===== config.mk =====
export PLATFORM = sky130hd
export DESIGN_NAME = sdpb_wf_ram
export DESIGN_NICKNAME = d
export VERILOG_FILES = /design/src/rtl/sdpb_pkg.sv /design/src/rtl/sdpb_storage.sv /design/src/rtl/sdpb_ctrl.sv /design/src/rtl/sdpb_datapath.sv /design/src/rtl/sdpb_wf_ram.sv
export SDC_FILE = /design/constraint.sdc
export NUM_CORES = 2
export LEC_CHECK = 0
export BUFFER_PORTS_ARGS = -buffer_cell sky130_fd_sc_hd__buf_2
export CAP_MARGIN = 20
export CELL_PAD_IN_SITES_DETAIL_PLACEMENT = 0
export CELL_PAD_IN_SITES_GLOBAL_PLACEMENT = 2
export CORE_UTILIZATION = 30
export CTS_CLUSTER_SIZE = 30
export DETAILED_ROUTE_END_ITERATION = 7
export PLACE_DENSITY = 0.57
export SLEW_MARGIN = 20
export SYNTH_ARGS = -nofsm -noshare
export SYNTH_HDL_FRONTEND = slang
export SYNTH_SLANG_ARGS = --single-unit

===== constraint.sdc =====
create_clock -name clk -period 3.5 [get_ports clk]
set_clock_uncertainty 0.1 [all_clocks]
set_input_delay 0.35 -clock clk [delete_from_list [all_inputs] [get_ports clk]]
set_output_delay 0.35 -clock clk [all_outputs]
set_load 0.02 [all_outputs]

===== src/rtl/sdpb_pkg.sv =====
package sdpb_pkg;
  localparam int LANE_W = 8;
  localparam int LANES  = 4;
  localparam int DATA_W = LANE_W * LANES;

  // strobes from control to datapath
  typedef struct packed {
    logic             capture;   // read accepted this edge
    logic [LANES-1:0] laneSel;   // registered forward selects
  } fwdStrobes_t;
endpackage


===== src/rtl/sdpb_storage.sv =====
module sdpb_storage
  import sdpb_pkg::*;
#(
  parameter int ADDR_W = 6
) (
  input  logic              clk,
  input  logic              rst_n,
  input  logic [LANES-1:0]  wrEn,
  input  logic [ADDR_W-1:0] wrAddr,
  input  logic [DATA_W-1:0] wrData,
  input  logic              rdEn,
  input  logic [ADDR_W-1:0] rdAddr,
  output logic [DATA_W-1:0] arrQ
);
  localparam int DEPTH = 1 << ADDR_W;

  logic [DATA_W-1:0] mem [DEPTH];

  // lane-masked write port
  always_ff @(posedge clk) begin
    for (int l = 0; l < LANES; l++) begin
      if (wrEn[l]) mem[wrAddr][l*LANE_W +: LANE_W] <= wrData[l*LANE_W +: LANE_W];
    end
  end

  // read-first registered read
  always_ff @(posedge clk or negedge rst_n) begin
    if (!rst_n)    arrQ <= '0;
    else if (rdEn) arrQ <= mem[rdAddr];
  end
endmodule


===== src/rtl/sdpb_ctrl.sv =====
module sdpb_ctrl
  import sdpb_pkg::*;
#(
  parameter int ADDR_W = 6
) (
  input  logic              clk,
  input  logic              rst_n,
  input  logic [LANES-1:0]  wrEn,
  input  logic [ADDR_W-1:0] wrAddr,
  input  logic              rdEn,
  input  logic [ADDR_W-1:0] rdAddr,
  output fwdStrobes_t       strobes
);
  logic             addrHit;
  logic [LANES-1:0] laneSelD;
  logic [LANES-1:0] laneSelQ;

  assign addrHit  = rdEn && (|wrEn) && (rdAddr == wrAddr);
  assign laneSelD = addrHit ? wrEn : '0;

  always_ff @(posedge clk or negedge rst_n) begin
    if (!rst_n)    laneSelQ <= '0;
    else if (rdEn) laneSelQ <= laneSelD;
  end

  assign strobes.capture = rdEn;
  assign strobes.laneSel = laneSelQ;


  sel_hold_chk: assert property (@(posedge clk) disable iff (!rst_n)
    !rdEn |=> $stable(laneSelQ));


  sel_needs_hit_chk: assert property (@(posedge clk) disable iff (!rst_n)
    $rose(|laneSelQ) |-> $past(rdEn && (rdAddr == wrAddr)));


  sel_subset_chk: assert property (@(posedge clk) disable iff (!rst_n)
    $past(rdEn) |-> ((laneSelQ & ~$past(wrEn)) == '0));
endmodule


===== src/rtl/sdpb_datapath.sv =====
module sdpb_datapath
  import sdpb_pkg::*;
(
  input  logic              clk,
  input  logic              rst_n,
  input  fwdStrobes_t       strobes,
  input  logic [DATA_W-1:0] wrData,
  input  logic [DATA_W-1:0] arrQ,
  output logic [DATA_W-1:0] rdData
);
  logic [DATA_W-1:0] fwdQ;

  always_ff @(posedge clk or negedge rst_n) begin
    if (!rst_n)               fwdQ <= '0;
    else if (strobes.capture) fwdQ <= wrData;
  end

  for (genvar l = 0; l < LANES; l++) begin : g_lane
    assign rdData[l*LANE_W +: LANE_W] = strobes.laneSel[l] ? fwdQ[l*LANE_W +: LANE_W]
                                                           : arrQ[l*LANE_W +: LANE_W];

    lane_fwd_chk: assert property (@(posedge clk) disable iff (!rst_n)
      (strobes.laneSel[l] && $past(strobes.capture))
        |-> (rdData[l*LANE_W +: LANE_W] == $past(wrData[l*LANE_W +: LANE_W])));
  end


  out_hold_chk: assert property (@(posedge clk) disable iff (!rst_n)
    !strobes.capture |=> $stable(rdData));
endmodule


===== src/rtl/sdpb_wf_ram.sv =====
module sdpb_wf_ram
  import sdpb_pkg::*;
#(
  parameter int ADDR_W = 6
) (
  input  logic              clk,
  input  logic              rst_n,
  input  logic [LANES-1:0]  write_enable,
  input  logic [ADDR_W-1:0] write_addr,
  input  logic [DATA_W-1:0] write_data,
  input  logic              read_enable,
  input  logic [ADDR_W-1:0] read_addr,
  output logic [DATA_W-1:0] read_data
);
  fwdStrobes_t       strobes;
  logic [DATA_W-1:0] arrQ;

  sdpb_storage #(.ADDR_W(ADDR_W)) i_storage (
    .clk(clk), .rst_n(rst_n), .wrEn(write_enable), .wrAddr(write_addr),
    .wrData(write_data), .rdEn(read_enable), .rdAddr(read_addr), .arrQ(arrQ));

  sdpb_ctrl #(.ADDR_W(ADDR_W)) i_ctrl (
    .clk(clk), .rst_n(rst_n), .wrEn(write_enable), .wrAddr(write_addr),
    .rdEn(read_enable), .rdAddr(read_addr), .strobes(strobes));

  sdpb_datapath i_datapath (
    .clk(clk), .rst_n(rst_n), .strobes(strobes), .wrData(write_data),
    .arrQ(arrQ), .rdData(read_data));


  reset_zero_chk: assert property (@(posedge clk)
    !rst_n |-> (read_data == '0));
endmodule


## After elaboration in Yosys (flattened, before gate mapping)

Memories as Yosys holds them, arrays and structs flattened. A register that Yosys moved wholly into a read port is not among the register bits.
Index checks and enable logic that the tools add are counted.

| storage, ports and cells | value |
|---|---|
| register bits after elaboration | 36 |
| bits in writable memories | 2048 |
| word-level logic and storage cells | 21 |
| memories | 1 |

| cells by class | value |
|---|---|
| equal/unequal tests | 1 |
| multiplexer cells | 13 |
| reduce and logical (&&, ||, !) cells | 4 |

Memory list:

| memory | words | width | read ports | clocked after memory_dff | wr ports | line | source |
|---|---|---|---|---|---|---|---|
| i_storage.mem | 64 | 32 | 1 | 1 | 1 | sdpb_storage.sv:17 | `logic [DATA_W-1:0] mem [DEPTH];` |

Operators with widths:

| cell | number |
|---|---|
| $mux 8 | 4 |
| $mux 1 | 8 |
| $eq 6x6->1 | 1 |
| $mux 4 | 1 |
| $reduce_or 4->1 | 1 |
| $logic_and 1x1->1 | 2 |
| $logic_not 1->1 | 1 |

## Longest topological paths before layout

| depth | value |
|---|---|
| word-level depth | 4 |
| mapped depth | 9 |
| mapped depth without buffers | 5 |

## Modules after synthesis

A second synthesis with hierarchy kept.

| unflattened totals | value |
|---|---|
| cells, all modules | 4269 |
| area, all modules | 82938.3 um2 |

Modules (own cells, without submodules):

| module | instances | cells each | area an instance (um2) |
|---|---|---|---|
| sdpb_storage | 1 | 4140 | 80962.6 |
| sdpb_datapath | 1 | 104 | 1725.4 |
| sdpb_ctrl | 1 | 25 | 250.2 |

## Worst setup path before layout

No wires, ideal clock.

| timing | value |
|---|---|
| kind | input to register |
| from | in write_addr[1] |
| to | mem i_storage.mem[26][0] (netlist bit), enable pin |
| library setup time | 332 ps |
| arrival time | 1674 ps |
| data required time | 3068 ps |
| setup slack | 1394 ps |
| stages | 5 |
| buffers on the path | 2 |
| cells stage by stage | clkbuf_1 -> or3b_2 -> clkbuf_1 -> nor2_1 -> and2_1 |

RTL lines:

| what | line | source |
|---|---|---|
| start: declaration | sdpb_wf_ram.sv:9 | `input logic [ADDR_W-1:0] write_addr,` |
| end: declaration | sdpb_storage.sv:17 |  |

No word-level cell before the write port.

## Final worst setup path

| timing | value |
|---|---|
| from | reg i_ctrl.laneSelQ[2] |
| to | out read_data[23] |

| on the way | value |
|---|---|
| longest elaborated chain between the ends | 1 |

RTL lines:

| what | line | source |
|---|---|---|
| start: declaration | sdpb_ctrl.sv:16 | `logic [LANES-1:0] laneSelQ;` |
| start signal: assignment | sdpb_ctrl.sv:23 | `else if (rdEn) laneSelQ <= laneSelD;` |
| $mux 8 | sdpb_datapath.sv:19 | `assign rdData[l*LANE_W +: LANE_W] = strobes.laneSel[l] ? fwdQ[l*LANE_W +: LANE_W]` |
| end: declaration | sdpb_wf_ram.sv:13 | `output logic [DATA_W-1:0] read_data` |

No other way between the ends.

==> flow_metrics.tcl <==
set metrics [dict create \
    grt_max_degree 80 \
    postCtsHoldBufs 23 \
    layout_common_cells "edfxtp_1, mux2i_1, mux4_2, and2_1, buf_4" \
    ir_worst_vdd_v 0.000503 \
    stdcell_count 8599 \
    grt_overflow 0 \
    h-tree-depth 4 \
    worstPathMaxFanout 9 \
    synth.distinct_cells 39 \
    crit_path_end_kind "output pin" \
    wire_per_inst_microns 29.4 \
    ys_async_sr_fraction_pct 3.21 \
    io-pin-count 83 \
    syn_area_per_cell_sq_um 19.1 \
    initial_core_util_pct 30.3 \
    area_growth_pct 17.0 \
    tightest_slew_ns 1.11 \
    grt_pass1_vias 43583 \
    clkSinkCount 2116 \
    dp_slack_ns 0.183 \
    hold_path_depth 1 \
    die_y_microns 528 \
    rows 192 \
    path_cells "mux2_2, buf_2" \
    reg2regPathDepth 5 \
    first_pass_iters 6 \
    min_period_ns 2.79 \
    setup_ws_ns 0.708 \
    drtAntennaViolNets 0 \
    maxCapViolCount 0 \
    setup_violations 0 \
    synth.net_count 4390 \
    power_w 0.0549 \
    clock.fmax_ghz 0.358 \
    num-nets-final 4741 \
    clk_path_buf_depth 3 \
    power.leakage_nw 32.4 \
    maxSlewViolCount 0 \
    cts_buffers 223 \
    hold_viol 0 \
    synth_area_sq_um 83000 \
    grt_antenna_before_repair 48 \
    grt.total_usage_pct 18.0 \
    synthCells 4339 \
    arrival_ns 2.34 \
    met1Wirelength_microns 114000 \
    drc 0 \
    required_ns 3.05 \
    die-area_sq_um 279000 \
    routed_wl_microns 253000 \
    core_area_sq_um 274000 \
    wl_met3_microns 12400 \
    fin_crit_sh_pct 79.8 \
    dr.first_iter.drc_count 3993 \
    fin_util_pct 35.4 \
    p_per_area_nw_per_um2 565 \
    synth_edf_count 2048 \
    slowest_stage "dfrtp_1" \
    dr.max_layer_used "met5" \
    cts.repair.resized 0 \
    dr_wl_met2_microns 121000 \
    clk_pin_slew_ns 0.06 \
    dp_cells 8124 \
    hp-class "in -> reg" \
    outcome "complete, no violations" \
    layout_commonest_cell "edfxtp_1" \
    cts_root_buf "clkbuf_16" \
    grt_pass1_wl_microns 351000 \
    drive_gt1_share_pct 21.4 \
    start_kind "flip-flop" \
    die_w_microns 528 \
    synth-main-ff-cell "edfxtp_1" \
    tritoncts "yes" \
    tns_ns 0 \
    yosysSeqAreaShare_pct 76.1 \
    postCtsSetupBuffers 0 \
    io_buffers 82 \
    clk-insertion-delay-late_ns 0.87 \
    avgViaCountPerCell 4.97 \
    cpPeakStageDelay_ns 0.70 \
    hpwl_microns 169000 \
    vias 42699 \
    relSlewSlack_pct 25.7 \
    place.gp.congestion 0.825 \
    ys_ff_latch 2116 \
    path_class "reg -> out" \
    nFillCells 25881 \
    rsz0062_at_grt "no" \
    synth_warnings 0 \
]
## sequential cells by signal (all words and copies together) (netlist names)
signal           count
i_ctrl.laneSelQ      4
i_storage.arrQ      32
i_storage.mem     2048
i_datapath.fwdQ     32
## power breakdown
part | internal (W) | switching [W] | total (W)
clock network | 0.0136 | 0.00993 | 0.0236
logic | 0.00109 | 0.00208 | 0.00317
registers | 0.0280 | 0.000138 | 0.0282
## kinds of logic (layout without fill, tap and decap cells)
logic type / after synthesis / after routing / synth area share [%]
AO/OA/AOI/OAI: 453 / 453 / 3.99
XOR/XNOR: 6 / 6 / 0.0633
buffers and inverters: 277 / 822 / 1.69
flip-flops: 2116 / 2116 / 76.1
multiplexers: 832 / 832 / 14.0
other: 0 / 29 / 0
AND/OR/NAND/NOR: 655 / 655 / 4.17
## worst paths after layout
kind / startpoint / slack [ns] / to
setup / recovery: i_ctrl.laneSelQ[2] / 0.71 / read_data[23]
hold / removal: write_data[4] / 0.05 / i_storage.mem[44][4]
setup reg to reg: i_storage.arrQ[17] / 1.37 / i_storage.arrQ[17]
hold reg to reg: i_datapath.fwdQ[19] / 0.40 / i_datapath.fwdQ[19]
max in group asynchronous: rst_n / 2.93 / i_storage.arrQ[31]
min in group asynchronous: rst_n / 0.07 / i_datapath.fwdQ[4]
## synthesized netlist by cell type, types with 2 or more instances
master	count	area [sq um]
buf_2	87	435
nor2_1	131	492
and2_1	254	1590
buf_6	24	270
a221oi_1	32	280
a21oi_1	32	160
nand3b_1	6	45.0
nand4_1	33	206
mux2_2	64	721
nand2b_1	34	213
edfxtp_1	2048	61500
o21ai_0	36	180
a221o_1	32	320
nor3_1	34	170
dfrtp_1	68	1700
nand4bb_1	2	22.5
and3_1	4	25.0
or3b_2	4	35.0
nand2_1	104	390
inv_1	4	15.0
nor2b_1	5	31.3
a22oi_1	224	1680
xor2_1	2	17.5
xnor2_1	4	35.0
buf_4	20	150
nand3_1	35	175
clkbuf_1	136	510
buf_1	6	22.5
nand4b_1	2	17.5
o22ai_1	64	400
or2_2	2	12.5
o221ai_1	32	280
or3_1	2	12.5
mux2i_1	512	5120
mux4_2	256	5770
## metal layers
metal / vias to the layer above / global-route usage, %
met2: 1043 / 29.0
met1: 23001 / 24.9
met3: 314 / 3.03
met5: - / 0
li1: 18325 / -
met4: 16 / 5.01
## metrics by stage
step / instance area [sq um] / hold slack [ns]
2_1_floorplan: 83000 / -0.0456
3_3_place_gp: 89500 / 0.363
3_5_place_dp: 89500 / 0.349
4_1_cts: 97100 / 0.00707
5_1_grt: 97100 / 0.0604
6_report: 97200 / 0.0522
## worst max-delay path, delay by kind of cell, from the launching register on
kind / cells / cell delay, ns
flops: 1 / 0.70
mux: 1 / 0.53
buf+inv: 1 / 0.22
## layout make-up
| cell class | count | area [sq um] | area share [%] |
|---|---|---|---|
| clock inverter | 122 | 1170 | 1.21 |
| sequential | 2116 | 63200 | 65.0 |
| inverter | 4 | 15.0 | 0.0155 |
| tap | 3686 | 4610 | 4.75 |
| timing repair buffer | 399 | 3460 | 3.56 |
| multi-input combinational | 1946 | 18500 | 19.1 |
| antenna | 29 | 72.6 | 0.0747 |
| clock buffer | 297 | 6100 | 6.28 |
No activity file was read; power rests on OpenSTA's default activity.
